<file path="config.mk">
export PLATFORM = sky130hd
export DESIGN_NAME = odpio_port
export DESIGN_NICKNAME = d
export VERILOG_FILES = /design/src/rtl/pio_pkg.sv /design/src/rtl/pio_sync.sv /design/src/rtl/pio_frame_timer.sv /design/src/rtl/pio_write_latch.sv /design/src/rtl/pio_read_path.sv /design/src/rtl/odpio_port.sv
export SDC_FILE = /design/constraint.sdc
export NUM_CORES = 1
export LEC_CHECK = 0
export ABC_AREA = 1
export BUFFER_PORTS_ARGS = -buffer_cell sky130_fd_sc_hd__buf_2
export CAP_MARGIN = 40
export CORE_MARGIN = 3
export CORE_UTILIZATION = 45
export DETAILED_ROUTE_END_ITERATION = 10
export PLACE_DENSITY = 0.8
export SYNTH_ARGS = -nofsm -noshare
export SYNTH_HDL_FRONTEND = slang
export SYNTH_SLANG_ARGS = --single-unit
</file>
<file path="constraint.sdc">
create_clock -name clk -period 2.8 [get_ports clk]
set_input_delay 0.14 -clock clk [delete_from_list [all_inputs] [get_ports clk]]
set_output_delay 0.14 -clock clk [all_outputs]
set_load 0.01 [all_outputs]
</file>
<file path="src/rtl/pio_pkg.sv">
package pio_pkg;
  typedef enum logic {
    MODE_CTRL = 1'b0,
    MODE_DATA = 1'b1
  } pio_mode_e;
endpackage

</file>
<file path="src/rtl/pio_sync.sv">
// Multi-stage level synchroniser for asynchronous pin inputs.
module pio_sync #(
  parameter int             W       = 2,
  parameter int             STAGES  = 2,
  parameter logic [W-1:0]   RST_VAL = '1
) (
  input  logic         clk,
  input  logic         rst,
  input  logic [W-1:0] d_i,
  output logic [W-1:0] q_o
);
  logic [W-1:0] stg_q [STAGES];

  for (genvar s = 0; s < STAGES; s++) begin : g_stage
    if (s == 0) begin : g_first
      always_ff @(posedge clk) begin
        if (rst) stg_q[s] <= RST_VAL;
        else     stg_q[s] <= d_i;
      end
    end else begin : g_next
      always_ff @(posedge clk) begin
        if (rst) stg_q[s] <= RST_VAL;
        else     stg_q[s] <= stg_q[s-1];
      end
    end
  end

  assign q_o = stg_q[STAGES-1];
endmodule

</file>
<file path="src/rtl/pio_frame_timer.sv">
// Edge detection on frame sync and bit clock, plus the in-frame
// master-clock position counter that produces read and write points.
module pio_frame_timer #(
  parameter int RD_DELAY = 8,   // whole periods before the half-cycle read point
  parameter int WR_DELAY = 11   // periods from frame start to the write point
) (
  input  logic clk,
  input  logic rst,
  input  logic fsync_i,
  input  logic bclk_i,
  output logic frame_start_o,
  output logic bclk_first_o,
  output logic wr_stb_o,
  output logic rd_win_o
);
  localparam int CNT_MAX = WR_DELAY + 1;
  localparam int CNT_W   = $clog2(CNT_MAX + 1);

  logic             fs_d_q;
  logic             bc_d_q;
  logic             armed_q;
  logic [CNT_W-1:0] cnt_q;
  logic             bclk_rise;

  always_ff @(posedge clk) begin
    if (rst) begin
      fs_d_q <= 1'b0;
      bc_d_q <= 1'b0;
    end else begin
      fs_d_q <= fsync_i;
      bc_d_q <= bclk_i;
    end
  end

  assign frame_start_o = fsync_i & ~fs_d_q;
  assign bclk_rise     = bclk_i & ~bc_d_q;
  assign bclk_first_o  = bclk_rise & armed_q;

  // Position in frame: 1 after the frame-start edge, k+1 after k more edges.
  always_ff @(posedge clk) begin
    if (rst)
      cnt_q <= '0;
    else if (frame_start_o)
      cnt_q <= CNT_W'(1);
    else if (cnt_q != '0 && cnt_q != CNT_W'(CNT_MAX))
      cnt_q <= cnt_q + CNT_W'(1);
  end

  always_ff @(posedge clk) begin
    if (rst)                armed_q <= 1'b0;
    else if (frame_start_o) armed_q <= 1'b1;
    else if (bclk_rise)     armed_q <= 1'b0;
  end

  assign wr_stb_o = (cnt_q == CNT_W'(WR_DELAY));
  assign rd_win_o = (cnt_q == CNT_W'(RD_DELAY + 1));


  wr_single_chk: assert property (@(posedge clk) disable iff (rst)
    wr_stb_o |=> !wr_stb_o)
    else $error("write point lasted more than one cycle");
endmodule

</file>
<file path="src/rtl/pio_write_latch.sv">
// Pending write register and pin drive latches (stored as drive enables).
module pio_write_latch #(
  parameter int NPINS = 2
) (
  input  logic             clk,
  input  logic             rst,
  input  logic             mode_data_i,
  input  logic             wr_en_i,
  input  logic [NPINS-1:0] wr_data_i,
  input  logic             apply_i,
  output logic [NPINS-1:0] drive_o
);
  logic [NPINS-1:0] pend_q;
  logic [NPINS-1:0] drive_q;
  logic             take_wr;
  logic [NPINS-1:0] next_latch;

  assign take_wr    = wr_en_i & mode_data_i;
  assign next_latch = take_wr ? wr_data_i : pend_q;

  always_ff @(posedge clk) begin
    if (rst)          pend_q <= '1;
    else if (take_wr) pend_q <= wr_data_i;
  end

  for (genvar p = 0; p < NPINS; p++) begin : g_pin
    always_ff @(posedge clk) begin
      if (rst)
        drive_q[p] <= 1'b0;
      else if (apply_i && mode_data_i)
        drive_q[p] <= ~next_latch[p];
    end
  end

  assign drive_o = drive_q;
endmodule

</file>
<file path="src/rtl/pio_read_path.sv">
// Half-cycle data-mode capture and the mode-dependent status register.
module pio_read_path #(
  parameter int NPINS = 2,
  parameter int REG_W = 8
) (
  input  logic             clk,
  input  logic             rst,
  input  logic             mode_data_i,
  input  logic [NPINS-1:0] pin_sync_i,
  input  logic             frame_start_i,
  input  logic             bclk_first_i,
  input  logic             rd_win_i,
  output logic [REG_W-1:0] status_o
);
  localparam int PAD = REG_W - NPINS;

  logic [NPINS-1:0] cap_q;
  logic [NPINS-1:0] st_q;

  // Falling-edge capture gives the half-period sample point.
  always_ff @(negedge clk) begin
    if (rst)
      cap_q <= '1;
    else if (mode_data_i && rd_win_i)
      cap_q <= pin_sync_i;
  end

  always_ff @(posedge clk) begin
    if (rst)
      st_q <= '1;
    else if (mode_data_i && frame_start_i)
      st_q <= cap_q;
    else if (!mode_data_i && bclk_first_i)
      st_q <= pin_sync_i;
  end

  assign status_o = {{PAD{1'b0}}, st_q};


  st_hold_chk: assert property (@(posedge clk) disable iff (rst)
    (!(mode_data_i && frame_start_i) && !(!mode_data_i && bclk_first_i))
      |=> $stable(status_o))
    else $error("status changed outside an update point");
endmodule

</file>
<file path="src/rtl/odpio_port.sv">
module odpio_port #(
  parameter int NPINS       = 2,
  parameter int REG_W       = 8,
  parameter int SYNC_STAGES = 2,
  parameter int RD_DELAY    = 8,
  parameter int WR_DELAY    = 11
) (
  input  logic             clk,
  input  logic             rst,
  input  logic             mode_i,
  input  logic             fsync_i,
  input  logic             bclk_i,
  input  logic             wr_en_i,
  input  logic [NPINS-1:0] wr_data_i,
  input  logic [NPINS-1:0] pin_i,
  output logic [NPINS-1:0] pin_oe_o,
  output logic [REG_W-1:0] status_o
);
  import pio_pkg::*;

  localparam logic [REG_W-1:0] RST_STATUS = {{(REG_W-NPINS){1'b0}}, {NPINS{1'b1}}};
  localparam int               AGE_MAX    = 15;

  pio_mode_e        mode_e;
  logic             mode_data;
  logic [NPINS-1:0] pin_sync;
  logic             frame_start;
  logic             bclk_first;
  logic             wr_stb;
  logic             rd_win;

  assign mode_e    = pio_mode_e'(mode_i);
  assign mode_data = (mode_e == MODE_DATA);

  pio_sync #(.W(NPINS), .STAGES(SYNC_STAGES), .RST_VAL({NPINS{1'b1}})) sync_i (
    .clk (clk),
    .rst (rst),
    .d_i (pin_i),
    .q_o (pin_sync)
  );

  pio_frame_timer #(.RD_DELAY(RD_DELAY), .WR_DELAY(WR_DELAY)) timer_i (
    .clk           (clk),
    .rst           (rst),
    .fsync_i       (fsync_i),
    .bclk_i        (bclk_i),
    .frame_start_o (frame_start),
    .bclk_first_o  (bclk_first),
    .wr_stb_o      (wr_stb),
    .rd_win_o      (rd_win)
  );

  pio_write_latch #(.NPINS(NPINS)) wlatch_i (
    .clk         (clk),
    .rst         (rst),
    .mode_data_i (mode_data),
    .wr_en_i     (wr_en_i),
    .wr_data_i   (wr_data_i),
    .apply_i     (wr_stb),
    .drive_o     (pin_oe_o)
  );

  pio_read_path #(.NPINS(NPINS), .REG_W(REG_W)) rpath_i (
    .clk           (clk),
    .rst           (rst),
    .mode_data_i   (mode_data),
    .pin_sync_i    (pin_sync),
    .frame_start_i (frame_start),
    .bclk_first_i  (bclk_first),
    .rd_win_i      (rd_win),
    .status_o      (status_o)
  );

  // Cycles since reset, for assertions that look back in time.
  logic [3:0] age_q;
  always_ff @(posedge clk) begin
    if (rst)                   age_q <= '0;
    else if (age_q != AGE_MAX) age_q <= age_q + 4'd1;
  end


  reset_state_chk: assert property (@(posedge clk)
    rst |=> (pin_oe_o == '0 && status_o == RST_STATUS))
    else $error("reset state wrong");


  drive_hold_chk: assert property (@(posedge clk) disable iff (rst)
    !(wr_stb && mode_data) |=> $stable(pin_oe_o))
    else $error("pin drive changed off the write point");


  ctrl_no_write_chk: assert property (@(posedge clk) disable iff (rst)
    (mode_e == MODE_CTRL) |=> $stable(pin_oe_o))
    else $error("pin drive changed in control mode");


  ctrl_sample_chk: assert property (@(posedge clk) disable iff (rst)
    (age_q == AGE_MAX && bclk_first && !mode_data)
      |=> (status_o[NPINS-1:0] == $past(pin_i, SYNC_STAGES + 1)))
    else $error("control-mode sample does not match synchronised pin");
endmodule

</file>
==> results.json, run 1 <==
{
  "status": "complete, no violations",
  "syn-instance-count": 116,
  "routed-wl-met3_um": 80,
  "required_ns": 1.63,
  "fp-row-count": 15,
  "drt_iter0_drc": 17,
  "finalSetupViolCount": 0,
  "routed_wl_um": 1530,
  "drive_gt1_share_pct": 18.0,
  "cts_root_buf": "clkbuf_4",
  "die_area_sq_um": 2440,
  "cts_tree": "yes",
  "synth_seq_cells": 19,
  "cp_max_fo": 5,
  "die_height_um": 49.4,
  "h-tree-depth": 1,
  "grt_pass1_vias": 657,
  "ys_warn_count": 0,
  "max_cap_violations": 0,
  "seq_area_frac_synth_pct": 44.8,
  "seqCellArea_sq_um": 380,
  "netlist_area_sq_um": 848,
  "switching_share_pct": 27.5,
  "end_kind": "flop",
  "grt_first_pass_wirelength_um": 2560,
  "p_comb_share_pct": 12.1,
  "clock_path_buffers": 2,
  "cts_resized": 0,
  "multi_input_area_sq_um": 373,
  "vias": 722,
  "path_class": "flop to flop",
  "nNetsFinal": 147,
  "io_buffers": 13,
  "worst_clock_skew_ns": 0.0607,
  "rsz0062_at_grt": "false",
  "p_int_mw": 0.362,
  "syn_to_final_growth_pct": 12.5,
  "p_sw_mw": 0.137,
  "crit_path_start_kind": "flop",
  "antenna_found_initial": 0,
  "critPathArrivalTime_ns": 1.28,
  "core_sq_um": 1750,
  "grt-ovfl-total": 0,
  "drt-met1-wl_um": 663,
  "slew_viol_final": 0,
  "grt_max_degree": 12,
  "cts_made_buffers": 3,
  "drc": 0,
  "total_power_mw": 0.500,
  "pwr-share-seq_pct": 57.9,
  "wl_per_cell_um": 9.67,
  "dp_hpwl_um": 1220,
  "syn_avg_cell_area_sq_um": 7.31,
  "powerDensity_nw_per_um2": 523,
  "antenna_left": 0,
  "hold_violations": 0,
  "hold_path_class": "input port to flop",
  "vdd_drop_max_v": 0.000298,
  "synth.distinct_cells": 17,
  "grtUsageTotal_pct": 13.9,
  "dieWidth_um": 49.4,
  "wl_met2_um": 741,
  "cts.sinks": 19,
  "setup-tns-final_ns": 0,
  "highest_layer": "met4",
  "io_pins": 20,
  "insertion_delay_ns": 0.36,
  "drtPass1Iterations": 4,
  "path_clk_slew_ns": 0.11,
  "p_leak_nw": 0.508,
  "n_fill_cell": 177,
  "initial_core_util_pct": 48.6,
  "antenna_cells": 0,
  "pwr-share-clk_pct": 30.0,
  "gp_congestion": 0.759,
  "vias_per_cell": 4.57
}
registers in the layout, summed over array words and instances, names as in the netlist:
name              cells
sync_i.stg_q          4
timer_i.cnt_q         4
rpath_i.cap_q         2
rpath_i.st_q          2
wlatch_i.drive_o      2
wlatch_i.pend_q       2
timer_i.bc_d_q        1
timer_i.armed_q       1
timer_i.fs_d_q        1
routing by layer:
metal  GRT usage (%)  vias to the layer above
met3            1.83                        5
met2            24.8                       23
met4            9.68                        0
met5               0                        -
met1            15.1                      314
li1                -                      380
area by class of cell:
cell class / instances / area share [%]
Clock buffer: 3 / 2.36
Inverter: 16 / 6.29
Clock inverter: 3 / 1.31
Sequential cell: 19 / 39.8
Timing Repair Buffer: 14 / 7.86
Tap cell: 25 / 3.28
Multi-Input combinational cell: 78 / 39.1
metrics by stage:
step | worst slack [ns] | hold slack (ns) | std cells | utilization [%] | instance area (sq um)
2_1_floorplan | 0.434 | 0.244 | 121 | - | 867
3_3_place_gp | 0.400 | 0.326 | 152 | 52.3 | 913
3_5_place_dp | 0.330 | 0.330 | 152 | 52.3 | 913
4_1_cts | 0.344 | 0.00731 | 158 | 54.7 | 955
5_1_grt | 0.227 | 0.0203 | 158 | 54.7 | 955
6_report | 0.352 | 0.0166 | 158 | 54.7 | 955
cell families (layout without fill, tap and decap cells):
kind of cell / Yosys count / count (layout) / share of synthesized area (%)
adder cells (fa/ha/maj): 3 / 3 / 4.43
XOR/XNOR: 1 / 1 / 1.03
AND/OR/NAND/NOR: 59 / 59 / 30.5
buffers and inverters: 24 / 36 / 13.4
AO/OA/AOI/OAI: 9 / 9 / 5.31
flip-flops: 19 / 19 / 44.8
other: 1 / 6 / 0.442
final timing paths:
path	from	endpoint	cells after the start	slack (ns)
max	timer_i.cnt_q[1]$_SDFFE_PP0P_	rpath_i.cap_q[1]$_SDFFE_NP1P_	6	0.35
min	pin_i[1]	sync_i.stg_q[0][1]$_SDFF_PP1_	2	0.02
max reg2reg	timer_i.cnt_q[1]$_SDFFE_PP0P_	rpath_i.cap_q[1]$_SDFFE_NP1P_	6	0.35
min reg2reg	sync_i.stg_q[0][1]$_SDFF_PP1_	sync_i.stg_q[1][1]$_SDFF_PP1_	1	0.42
synthesized netlist by cell type:
master / number / area share (%)
a21oi_1: 6 / 3.5
buf_2: 1 / 0.59
buf_4: 6 / 5.3
conb_1: 1 / 0.44
dfxtp_1: 19 / 45
ha_1: 3 / 4.4
inv_1: 16 / 7.1
inv_2: 1 / 0.44
nand2_1: 32 / 14
nand2_2: 1 / 0.74
nand3_1: 15 / 8.8
nor2_1: 6 / 2.7
nor3_2: 1 / 1.2
o21ai_0: 1 / 0.59
o21ai_1: 2 / 1.2
or2_2: 4 / 2.9
xor2_1: 1 / 1.0
power by group through the flow:
| stage | clock network (mW) | registers, mW | logic [mW] |
|---|---|---|---|
| 2_1_floorplan | 0.00671 | 0.295 | 0.0471 |
| 3_3_place_gp | 0.00671 | 0.294 | 0.0565 |
| 3_5_place_dp | 0.00671 | 0.295 | 0.0595 |
| 4_1_cts | 0.156 | 0.289 | 0.0608 |
| 5_1_grt | 0.167 | 0.291 | 0.0702 |
| 6_report | 0.150 | 0.289 | 0.0605 |
worst max-delay path, cell delays in order, from the launching register on:
cell and delay (ns):
dfxtp_1 0.41, inv_1 0.08, ha_1 0.18, nand3_1 0.12
inv_1 0.07, nand2_1 0.06, nand3_1 0.06
timing repair:
item | CTS | global route
hold endpoints to repair | 1 | 0
setup buffers | 0 | 0
hold buffers | 1 | 0
cell usage in the layout, fill, tap and decap left out, drive strengths merged, types with 3 or more instances in the layout:
master and count:
a21oi 6, buf 13, clkbuf 3, conb 6
dfxtp 19, ha 3, inv 18, nand2 33
nand3 15, nor2 6, o21ai 3, or2 4
Note: power is estimated with default switching activity, not from simulation.
==> run 2: changes to the inputs <==
Settings changed: CORE_UTILIZATION 45 to 54, PLACE_DENSITY 0.8 to 0.91.
==> run 2 against run 1 <==
Register-to-register slack is essentially flat. Design area down 2.5%. Die area fell by 15%. Sequential power barely moved. Critical path type unchanged. Critical endpoint unchanged.
==> results.json, run 2 (synthesis gave the netlist of run 1 again) <==
{
  "grt_first_pass_wirelength_um": 2350,
  "cts_tree": "yes",
  "vias_per_cell": 4.93,
  "grt.met1_usage_pct": 16.5,
  "design_area_sq_um": 931,
  "cts_root_buf": "clkbuf_4",
  "vdd_drop_max_v": 0.000361,
  "finalSetupViolCount": 0,
  "max_cap_violations": 0,
  "setup-tns-final_ns": 0,
  "placed_area_sq_um": 901,
  "mostFrequentLayoutCells": "nand2_1, dfxtp_1, inv_1",
  "grt_pass1_vias": 604,
  "cts_made_buffers": 3,
  "powerDensity_nw_per_um2": 524,
  "h-tree-depth": 1,
  "whs_ns": 0.0224,
  "grtUsageTotal_pct": 16.4,
  "busiest_layer": "met2",
  "fp-row-count": 13,
  "hold_path_class": "input port to flop",
  "p_leak_nw": 0.501,
  "seqCellArea_sq_um": 380,
  "syn_to_final_growth_pct": 9.73,
  "worst_clock_skew_ns": 0.0544,
  "drtPass1Iterations": 4,
  "dp_hpwl_um": 1180,
  "cts.sinks": 19,
  "ctsHoldBuffers": 0,
  "antenna_left": 0,
  "grt_max_degree": 11,
  "core_sq_um": 1380,
  "postCtsSetupBuffers": 0,
  "path_cells": "inv_1 > ha_1 > nand3_1 > inv_1 > nand2_1 > nand3_1",
  "wl_per_cell_um": 9.69,
  "antenna_found_initial": 0,
  "drt_iter0_drc": 10,
  "crit_path_start_kind": "flop",
  "nNetsFinal": 146,
  "die_area_sq_um": 2080,
  "required_ns": 1.62,
  "io_pins": 20,
  "gp_congestion": 0.805,
  "cts_resized": 0,
  "drive_gt1_share_pct": 17.4,
  "reg.largest.list": "sync_i.stg_q x4, timer_i.cnt_q x4",
  "slew_viol_final": 0,
  "total_power_mw": 0.488,
  "hold_violations": 0,
  "met3_usage_pct": 3.56,
  "grt-ovfl-total": 0,
  "critPathSlowestCell": "dfxtp_1",
  "insertion_delay_ns": 0.34,
  "vias": 725,
  "die_height_um": 45.6,
  "drc": 0,
  "clock_path_buffers": 2,
  "initial_core_util_pct": 61.4,
  "antenna_cells": 0,
  "critPathArrivalTime_ns": 1.26,
  "multi_input_area_sq_um": 373,
  "met2_usage_pct": 29.5,
  "dieWidth_um": 45.6,
  "critPathMaxStageDelay_ns": 0.40,
  "rsz0062_at_grt": "false",
  "path_class": "flop to flop",
  "n_fill_cell": 123,
  "io_buffers": 13,
  "status": "complete, no violations",
  "end_kind": "flop",
  "layout.cells.most_common": "nand2_1",
  "cp_max_fo": 5,
  "path_clk_slew_ns": 0.10,
  "routed_wl_um": 1420
}
-- run 2: cell type report --
class	count	area share [%]
tap	15	2.02
timing repair buffer	13	6.99
clock buffer	3	2.42
inverter	16	6.45
multi-input combinational	78	40.1
clock inverter	3	1.21
sequential	19	40.9
-- run 2: path summary, 6_finish.rpt --
kind | start | to | slack [ns] | cells past startpoint
max reg2reg | timer_i.cnt_q[1]$_SDFFE_PP0P_ | rpath_i.cap_q[1]$_SDFFE_NP1P_ | 0.36 | 6
min | pin_i[0] | sync_i.stg_q[0][0]$_SDFF_PP1_ | 0.02 | 2
min reg2reg | sync_i.stg_q[0][0]$_SDFF_PP1_ | sync_i.stg_q[1][0]$_SDFF_PP1_ | 0.42 | 1
max | timer_i.cnt_q[1]$_SDFFE_PP0P_ | rpath_i.cap_q[1]$_SDFFE_NP1P_ | 0.36 | 6
-- run 2: worst max-delay path: cells and delay by family (launching register included) --
family	cells	cell delay [ns]
adder cells (fa/ha/maj)	1	0.18
flip-flops	1	0.40
AND/OR/NAND/NOR	3	0.24
buffers and inverters	2	0.15
-- run 2: report_power, final --
group / switching [mW] / leakage [nW] / internal (mW)
clock: 0.0841 / 0.0260 / 0.0556
combinational: 0.0364 / 0.319 / 0.0223
sequential: 0.00720 / 0.156 / 0.282
-- run 2: routing by layer --
layer	wire length (um)	vias up	share of wire, %
met5	0	-	0
met2	669	28	47
met4	27	0	1.9
met1	637	316	45
met3	90	2	6.3
li1	-	379	-
-- run 2: metrics by stage --
stage,utilization [%],worst slack [ns],cells
2_1_floorplan,-,0.434,121
3_3_place_gp,65.2,0.398,142
3_5_place_dp,65.2,0.341,142
4_1_cts,67.3,0.355,147
5_1_grt,67.3,0.263,147
6_report,67.3,0.361,147
==> run 3: changes to the inputs <==
Settings changed: CORE_UTILIZATION 54 to 55, PLACE_DENSITY 0.91 to 0.92, SYNTH_HIERARCHICAL from default to 1.
==> run 3 against run 2 <==
Critical path depth increased by 2. Wire length is 21% higher. Final cell count rose by 8.2%. Worst setup slack got worse by 0.063 ns. Via count rose by 8.1%. Clock skew rose by 0.011 ns. Clock power grew 71%. Clock-buffer cell count is the same. Combinational power grew 17%.
==> results.json, run 3 <==
{
  "status": "complete, no violations",
  "path_cells": "inv_1 > ha_1 > inv_1 > nor2_1 > nand2_1 > inv_1 > nand2_1 > nand3_1",
  "slew_viol_final": 0,
  "initial_core_util_pct": 63.0,
  "ctsHoldBuffers": 0,
  "cts.sinks": 19,
  "critPathArrivalTime_ns": 1.33,
  "synth_xor_area_share_pct": 0,
  "fin_util_pct": 71.0,
  "synth_edf_count": 0,
  "path_clk_slew_ns": 0.11,
  "critical-path-top-delay-family": "flip-flops",
  "finalSetupViolCount": 0,
  "dp_hpwl_um": 1280,
  "nNetsFinal": 158,
  "routed_wl_um": 1730,
  "reg2reg_to": "rpath_i/cap_q[0]$_SDFFE_NP1P_",
  "critPathBufInv": 3,
  "grt_max_degree": 12,
  "critPathMaxStageDelay_ns": 0.41,
  "synthAdderAreaFrac_pct": 4.21,
  "vias_per_cell": 4.93,
  "required_ns": 1.63,
  "drt_iter0_drc": 36,
  "clock_path_buffers": 2,
  "drc": 0,
  "yosysTopAreaCell": "dfxtp_1",
  "syn-instance-count": 127,
  "vdd_drop_max_v": 0.000552,
  "ys_warn_count": 6,
  "setup-tns-final_ns": 0,
  "cts_root_buf": "clkbuf_4",
  "mostFrequentLayoutCells": "nand2_1, inv_1, dfxtp_1",
  "grtUsageTotal_pct": 18.7,
  "core_sq_um": 1420,
  "die_area_sq_um": 2140,
  "synth_area_leaders": "dfxtp_1, nand2_1, inv_1",
  "r2r_start": "timer_i/cnt_q[1]$_SDFFE_PP0P_",
  "vias": 784,
  "synth-simple-area-share_pct": 34.0,
  "die_height_um": 46.2,
  "postCtsSetupBuffers": 0,
  "synth.distinct_cells": 16,
  "antenna_left": 0,
  "io_pins": 20,
  "hold_violations": 0,
  "rsz0062_at_grt": "false",
  "synth_compound_area_share_pct": 3.93,
  "crit_path_start_kind": "flop",
  "ys.flop_type": "dfxtp_1",
  "powerDensity_nw_per_um2": 596,
  "grt-ovfl-total": 0,
  "synth_seq_cells": 19,
  "synthMostInstantiatedCell": "nand2_1",
  "holdPathStages": 3,
  "cp_max_fo": 5,
  "reg2reg_setup_slack_ns": 0.30,
  "worst_path_most_repeated_cell": "inv_1",
  "path_class": "flop to flop",
  "synthMuxAreaShare_pct": 0,
  "antenna_cells": 0,
  "insertion_delay_ns": 0.36,
  "syn_to_final_growth_pct": 12.8,
  "seq_area_frac_synth_pct": 42.7,
  "netlist_area_sq_um": 891,
  "ys_async_sr_fraction_pct": 0,
  "drive_gt1_share_pct": 18.8,
  "cts_resized": 0,
  "h-tree-depth": 1,
  "cts_made_buffers": 3,
  "antenna_found_initial": 0,
  "dieWidth_um": 46.2,
  "layout.cells.most_common": "nand2_1",
  "hold_start": "pin_i[0]",
  "max_cap_violations": 0,
  "ys_top_cells_by_count": "nand2_1, inv_1, dfxtp_1",
  "end_kind": "flop",
  "critPathSlowestCell": "dfxtp_1",
  "cts_tree": "yes",
  "hold_path_class": "input port to flop",
  "io_buffers": 13,
  "p_leak_nw": 0.556,
  "hold_path_end": "sync_i/stg_q[0][0]$_SDFF_PP1_",
  "fp-row-count": 13,
  "yosysTopAreaCellShare_pct": 42.7,
  "reg2reg_depth": 8,
  "wl_per_cell_um": 10.9,
  "drtPass1Iterations": 4,
  "worst_clock_skew_ns": 0.0651,
  "grt_first_pass_wirelength_um": 2860,
  "synth_top_family_by_area": "simple AND/OR/NAND/NOR gates",
  "grt_pass1_vias": 745,
  "syn_avg_cell_area_sq_um": 7.01,
  "gp_congestion": 0.744
}
run 3: changes by cell type in the layout (fill, tap and decap cells not counted), moves of 2 or more:
cell     delta
o21ai_1     -2
inv_1       +5
nand2_2     +3
or2_2       -2
nor2_1      +6
nand4_1     +2
run 3: cell families (layout without fill, tap and decap cells):
kind of cell | after synthesis | count (layout)
and+or+nand+nor | 68 | 68
buffers and inverters | 29 | 41
DFF | 19 | 19
AOI/OAI and AO/OA | 7 | 7
adders and majority gates | 3 | 3
other | 1 | 6
run 3: metal layers:
metal  global-route usage [%]  routed length (um)  share of wire [%]  vias to the layer above
met1                     20.7                 693                 40                      339
met4                     14.2                  10               0.58                        0
li1                         -                   -                  -                      409
met2                     31.9                 910                 53                       34
met3                     2.34                 112                6.5                        2
met5                        0                   0                  0                        -
run 3: final cells by class:
| type | count | area [sq um] |
|---|---|---|
| fill | 118 | 410 |
| multi-input combinational | 84 | 398 |
| sequential | 19 | 380 |
| inverter | 22 | 82.6 |
| timing repair buffer | 13 | 65.1 |
| clock inverter | 3 | 37.5 |
| clock buffer | 3 | 22.5 |
| tap | 15 | 18.8 |
run 3: per-stage QoR:
stage,cells,hold slack (ns),power (mW),worst slack [ns],area [sq um]
detailed placement,154,0.320,0.370,0.298,948
floorplan,132,0.209,0.354,0.388,910
CTS,159,0.00236,0.601,0.311,1000
global route,159,0.0221,0.623,0.185,1000
global placement,154,0.316,0.365,0.362,948
finish,159,0.00962,0.599,0.298,1000
run 3: worst max path at each step:
stage	start	endpoint	slack, ns	depth (start not counted)
after CTS	timer_i/cnt_q[1]$_SDFFE_PP0P_	rpath_i/cap_q[0]$_SDFFE_NP1P_	0.31	8
final	timer_i/cnt_q[1]$_SDFFE_PP0P_	rpath_i/cap_q[0]$_SDFFE_NP1P_	0.30	8
after floorplan	timer_i/cnt_q[1]$_SDFFE_PP0P_	rpath_i/cap_q[0]$_SDFFE_NP1P_	0.39	8
after detailed placement	timer_i/cnt_q[1]$_SDFFE_PP0P_	rpath_i/cap_q[0]$_SDFFE_NP1P_	0.30	8
after global placement	timer_i/cnt_q[1]$_SDFFE_PP0P_	rpath_i/cap_q[0]$_SDFFE_NP1P_	0.36	8
after global routing	timer_i/cnt_q[1]$_SDFFE_PP0P_	rpath_i/cap_q[1]$_SDFFE_NP1P_	0.19	8
run 3: power by group:
part / internal (mW) / switching [mW]
sequential: 0.283 / 0.00717
combinational: 0.0253 / 0.0436
clock: 0.148 / 0.0920
run 3: tightest hold or removal path: stages:
cell and delay (ns):
buf_2 0.07, inv_1 0.03, nand2_1 0.04
